File: src/rtl/byte_alu_pkg.sv
package byte_alu_pkg;

    typedef enum logic [2:0] {
        FN_PASS     = 3'd0,
        FN_ADD_TRUE = 3'd1,
        FN_ADD_CMPL = 3'd2,
        FN_OR       = 3'd3,
        FN_ADD_AUTO = 3'd4
    } alu_fn_e;

    localparam int ST_W     = 8;
    localparam int ST_MODE  = 0;   // add-kind select for undetermined add
    localparam int ST_CARRY = 3;   // captured carry-out
    localparam int ST_HIZ   = 4;   // upper nibble zero
    localparam int ST_LOZ   = 5;   // lower nibble zero

    typedef struct packed {
        logic [ST_W-1:0] status;
    } alu_state_t;

endpackage

File: src/rtl/byte_alu_core.sv
module byte_alu_core
    import byte_alu_pkg::*;
#(
    parameter int DATA_W = 8
) (
    input  logic [2:0]        fn_sel,
    input  logic [DATA_W-1:0] l_in,
    input  logic [DATA_W-1:0] r_in,
    input  logic              carry_in,
    input  logic              mode_cmpl,
    output logic [DATA_W-1:0] z_out,
    output logic              carry_out,
    output logic              add_op
);
    alu_fn_e           fn;
    logic              cmpl;
    logic [DATA_W-1:0] b_opnd;
    logic [DATA_W:0]   sum;

    always_comb begin
        fn     = alu_fn_e'(fn_sel);
        add_op = 1'b0;
        cmpl   = 1'b0;
        case (fn)
            FN_ADD_TRUE: add_op = 1'b1;
            FN_ADD_CMPL: begin
                add_op = 1'b1;
                cmpl   = 1'b1;
            end
            FN_ADD_AUTO: begin
                add_op = 1'b1;
                cmpl   = mode_cmpl;
            end
            default: ;
        endcase
        b_opnd    = cmpl ? ~r_in : r_in;
        sum       = {1'b0, l_in} + {1'b0, b_opnd} + {{DATA_W{1'b0}}, carry_in};
        carry_out = sum[DATA_W];
        if (add_op)
            z_out = sum[DATA_W-1:0];
        else if (fn == FN_OR)
            z_out = l_in | r_in;
        else
            z_out = r_in;
    end
endmodule

File: src/rtl/byte_alu_flags.sv
module byte_alu_flags
    import byte_alu_pkg::*;
#(
    parameter int DATA_W = 8
) (
    input  logic [ST_W-1:0]   status_q,
    input  logic [DATA_W-1:0] z_in,
    input  logic              carry_out,
    input  logic              add_op,
    input  logic              carry_cap,
    input  logic              hi_zero_chk,
    input  logic              lo_zero_chk,
    input  logic              mode_clr,
    input  logic [ST_W-1:0]   bit_wr_en,
    input  logic [ST_W-1:0]   bit_wr_val,
    output logic [ST_W-1:0]   status_d
);
    localparam int NIB_W = DATA_W / 2;

    logic hi_zero;
    logic lo_zero;

    always_comb begin
        hi_zero  = ~|z_in[DATA_W-1:NIB_W];
        lo_zero  = ~|z_in[NIB_W-1:0];
        status_d = (status_q & ~bit_wr_en) | (bit_wr_val & bit_wr_en);
        if (carry_cap && add_op)
            status_d[ST_CARRY] = carry_out;
        if (hi_zero_chk)
            status_d[ST_HIZ] = hi_zero;
        if (lo_zero_chk)
            status_d[ST_LOZ] = lo_zero;
        if (mode_clr)
            status_d[ST_MODE] = 1'b0;
    end
endmodule

File: src/rtl/byte_alu_flagged.sv
module byte_alu_flagged
    import byte_alu_pkg::*;
#(
    parameter int DATA_W = 8
) (
    input  logic              clk,
    input  logic              rst,
    input  logic [2:0]        fn_sel,
    input  logic [DATA_W-1:0] l_in,
    input  logic [DATA_W-1:0] r_in,
    input  logic              carry_in,
    input  logic              carry_cap,
    input  logic              hi_zero_chk,
    input  logic              lo_zero_chk,
    input  logic              mode_clr,
    input  logic [ST_W-1:0]   bit_wr_en,
    input  logic [ST_W-1:0]   bit_wr_val,
    output logic [DATA_W-1:0] z_bus,
    output logic [ST_W-1:0]   status
);
    alu_state_t      st_d, st_q;
    logic            cout;
    logic            is_add;
    logic [ST_W-1:0] flags_d;

    byte_alu_core #(.DATA_W(DATA_W)) i_core (
        .fn_sel    (fn_sel),
        .l_in      (l_in),
        .r_in      (r_in),
        .carry_in  (carry_in),
        .mode_cmpl (st_q.status[ST_MODE]),
        .z_out     (z_bus),
        .carry_out (cout),
        .add_op    (is_add)
    );

    byte_alu_flags #(.DATA_W(DATA_W)) i_flags (
        .status_q    (st_q.status),
        .z_in        (z_bus),
        .carry_out   (cout),
        .add_op      (is_add),
        .carry_cap   (carry_cap),
        .hi_zero_chk (hi_zero_chk),
        .lo_zero_chk (lo_zero_chk),
        .mode_clr    (mode_clr),
        .bit_wr_en   (bit_wr_en),
        .bit_wr_val  (bit_wr_val),
        .status_d    (flags_d)
    );

    always_comb begin
        st_d.status = flags_d;
        if (rst)
            st_d = '0;
    end

    always_ff @(posedge clk) begin
        st_q <= st_d;
    end

    assign status = st_q.status;
endmodule

File: config.mk
export PLATFORM = sky130hd
export DESIGN_NAME = byte_alu_flagged
export DESIGN_NICKNAME = d
export VERILOG_FILES = /design/src/rtl/byte_alu_pkg.sv /design/src/rtl/byte_alu_core.sv /design/src/rtl/byte_alu_flags.sv /design/src/rtl/byte_alu_flagged.sv
export SDC_FILE = /design/constraint.sdc
export NUM_CORES = 1
export LEC_CHECK = 0
export CORE_MARGIN = 10
export CORE_UTILIZATION = 30
export DETAILED_ROUTE_END_ITERATION = 6
export DONT_BUFFER_PORTS = 1
export PLACE_DENSITY = 0.54
export SETUP_SLACK_MARGIN = 0.3
export SYNTH_ARGS = -nofsm -noshare
export SYNTH_HDL_FRONTEND = slang
export SYNTH_SLANG_ARGS = --single-unit
File: constraint.sdc
create_clock -name clk -period 7.8 [get_ports clk]
set_input_delay 1.17 -clock clk [delete_from_list [all_inputs] [get_ports clk]]
set_output_delay 1.17 -clock clk [all_outputs]
set_load 0.05 [all_outputs]
==> impl_metrics.tcl <==
set metrics [dict create \
    timing.fmax_mhz 180 \
    ys_types 44 \
    synth_edf_count 0 \
    initialDrtViolationCount 39 \
    cap_violations 0 \
    fin_setup_tns_ns 0 \
    num_io_pins 58 \
    area_growth_pct 5.82 \
    synth_cells 119 \
    hold_path_class "reg2reg" \
    status "completed" \
    setup_viol 0 \
    gp_congestion 0.888 \
    crit_buf_inv 0 \
    clkPwrFrac_pct 16.9 \
    r2r_setup_slack_ns 3.64 \
    synthFlopType "dfxtp_1" \
    grt_pass1_vias 941 \
    fin_crit_sh_pct 71.1 \
    ys_async_sr_fraction_pct 0 \
    synthesis.nets 170 \
    fin_util_pct 32.6 \
    antenna_found_initial 0 \
    layout.nets 170 \
    period_needed_ns 5.54 \
    post_cts_resized 0 \
    routed_wl_mm 2.97 \
    initial_core_util_pct 30.8 \
    grt_pass1_wl_mm 4.72 \
    power_switching_share_pct 48.5 \
    vias 886 \
    die_area_mm2 0.00609 \
    worstSetupStartpointType "primary input" \
    avgSynthCellArea_um2 8.50 \
    gr-usage-all-layers_pct 9.48 \
    first_pass_iters 4 \
    peakVddDrop_uv 44.8 \
    rr_worst_depth 10 \
    clock_path_buffers 2 \
    yosysSeqAreaShare_pct 15.8 \
    grt-ovfl-total 0 \
    core_mm2 0.00328 \
    worstPathCellList "or2b_1 > a21oi_2 > xnor2_1 > fa_1 > fa_1 > a211oi_1 > o21ai_0 > and3_1 > o31ai_2" \
    crit_type "in2out" \
    crit_path_max_fanout 9 \
    syn-cell-area_mm2 0.00101 \
    ys_ff_latch 8 \
    cts.sinks 8 \
    final_cell_mix "xor2_1 (8), a21oi_1 (8), dfxtp_1 (8)" \
    critPathSlowestCell "o31ai_2" \
    worst_setup_path_end_kind "output pin" \
    cp-startpoint "fn_sel[1]" \
    p_seq_share_pct 30.0 \
    wl_per_cell_um 18.2 \
    final.setup_skew_ns 0.00267 \
    path_clk_slew_ns 0.05 \
    ant_nets 0 \
    grt_max_degree 13 \
    die_y_um 78.1 \
    drc_errors 0 \
    critical-path-top-delay-family "compound AO/OA/AOI/OAI gates" \
    pre_cts_ws_ns 2.24 \
    required_ns 6.63 \
    slew_headroom_pct 28.3 \
    cts_tree "built" \
    slew_viol_final 0 \
    root_buffer "clkbuf_4" \
    internal_power_mw 0.0924 \
    clkLatencyLatePin_ns 0.25 \
    finalPower_mw 0.179 \
    tightest_slew_ns 1.07 \
    switchingPower_mw 0.0870 \
    hold_violations 0 \
    port_buffers 0 \
    hold_depth 2 \
    combPwrFrac_pct 53.1 \
    rsz0062_at_grt "no" \
    numCtsBuffers 3 \
    power_density_mw_per_mm2 168 \
    vias_per_cell 5.44 \
    crit_arrival_ns 4.37 \
    row_count 21 \
    dp.cells 160 \
    cts_setup_buffers 0 \
    total_leakage_power_nw 0.443 \
    cp_common_cell "fa_1" \
    holdBufCountCts 0 \
    h-tree-depth 1 \
    fillers 369 \
    die_w_um 78.1 \
    fin_ws_ns 2.26 \
    n_antenna_cell 0 \
    crit_path_max_incr_delay_ns 0.89 \
    drive_above_1_share_pct 12.0 \
    layout.cells.non_filler 163 \
    dp_hpwl_mm 2.61 \
    yosys_warnings 0 \
]
## worst max-delay path by stage
stage / end / slack [ns] / depth (start not counted)
after CTS: z_bus[6] / 2.23 / 9
after global placement: z_bus[6] / 2.28 / 9
after detailed placement: z_bus[6] / 2.24 / 9
final: z_bus[6] / 2.26 / 9
after global routing: z_bus[6] / 2.04 / 9
after floorplan: z_bus[6] / 1.92 / 10
## layer usage
layer	vias up	wire length, µm	track usage, %
met5	-	0	0
met2	30	1600	16.6
li1	442	-	-
met1	414	1060	9.78
met4	0	0	2.15
met3	0	319	5.01
## power by group through the flow
stage,clock network [mW],registers (mW),logic [mW]
finish,0.0303,0.0539,0.0953
global route,0.0354,0.0541,0.104
CTS,0.0319,0.0540,0.0962
detailed placement,0,0.0549,0.0957
global placement,0,0.0549,0.0951
floorplan,0,0.0536,0.0847
## cells in the mapped netlist, types with 2 or more instances
library cell  n  area share (%)
a211oi_1      7             5.2
a21o_1        4             3.0
a21oi_1       8             4.0
and2_1        2             1.2
buf_4         2             1.5
clkbuf_1      2            0.74
dfxtp_1       8              16
fa_1          2             4.0
ha_1          7             8.7
inv_1         6             2.2
mux2i_1       6             5.9
nand2_1       3             1.1
nand4b_1      2             1.7
nor2_1        5             1.9
nor2b_1       2             1.2
nor3_1        3             1.5
o2111ai_1     3             2.6
o211ai_1      3             2.2
o21ai_0       7             3.5
xnor2_1       6             5.2
xor2_1        8             6.9
## cell families after synthesis
logic type               Yosys count  synth area share, %
AO/OA/AOI/OAI                     42                 30.3
AND/OR/NAND/NOR                   27                 16.0
XOR/XNOR                          14                 12.1
buffers and inverters             12                 6.06
adder cells (fa/ha/maj)            9                 12.6
flip-flops                         8                 15.8
multiplexers                       7                 7.05
## worst reg2reg max path: cells and delay by family (launching register included)
kind / cells / cell delay (ns)
xor gates and xnor gates: 1 / 0.16
DFF: 1 / 0.66
AOI/OAI and AO/OA: 5 / 1.94
and+or+nand+nor: 2 / 0.37
adders and majority gates: 2 / 0.88
## layout make-up
cell class / count / area, µm² / share of cell area [%]
Inverter: 6 / 22.5 / 2.11
Clock buffer: 3 / 22.5 / 2.11
Tap cell: 46 / 57.6 / 5.38
Sequential cell: 8 / 160 / 15.0
Multi-Input combinational cell: 99 / 800 / 74.7
Timing Repair Buffer: 1 / 7.51 / 0.702
## through the flow
| stage | hold WS (ns) | area, µm² |
|---|---|---|
| 2_1_floorplan | 0.508 | 1010 |
| 3_3_place_gp | 0.759 | 1050 |
| 3_5_place_dp | 0.757 | 1050 |
| 4_1_cts | 0.766 | 1070 |
| 5_1_grt | 0.785 | 1070 |
| 6_report | 0.761 | 1070 |
(Power assumes the default switching activity.)
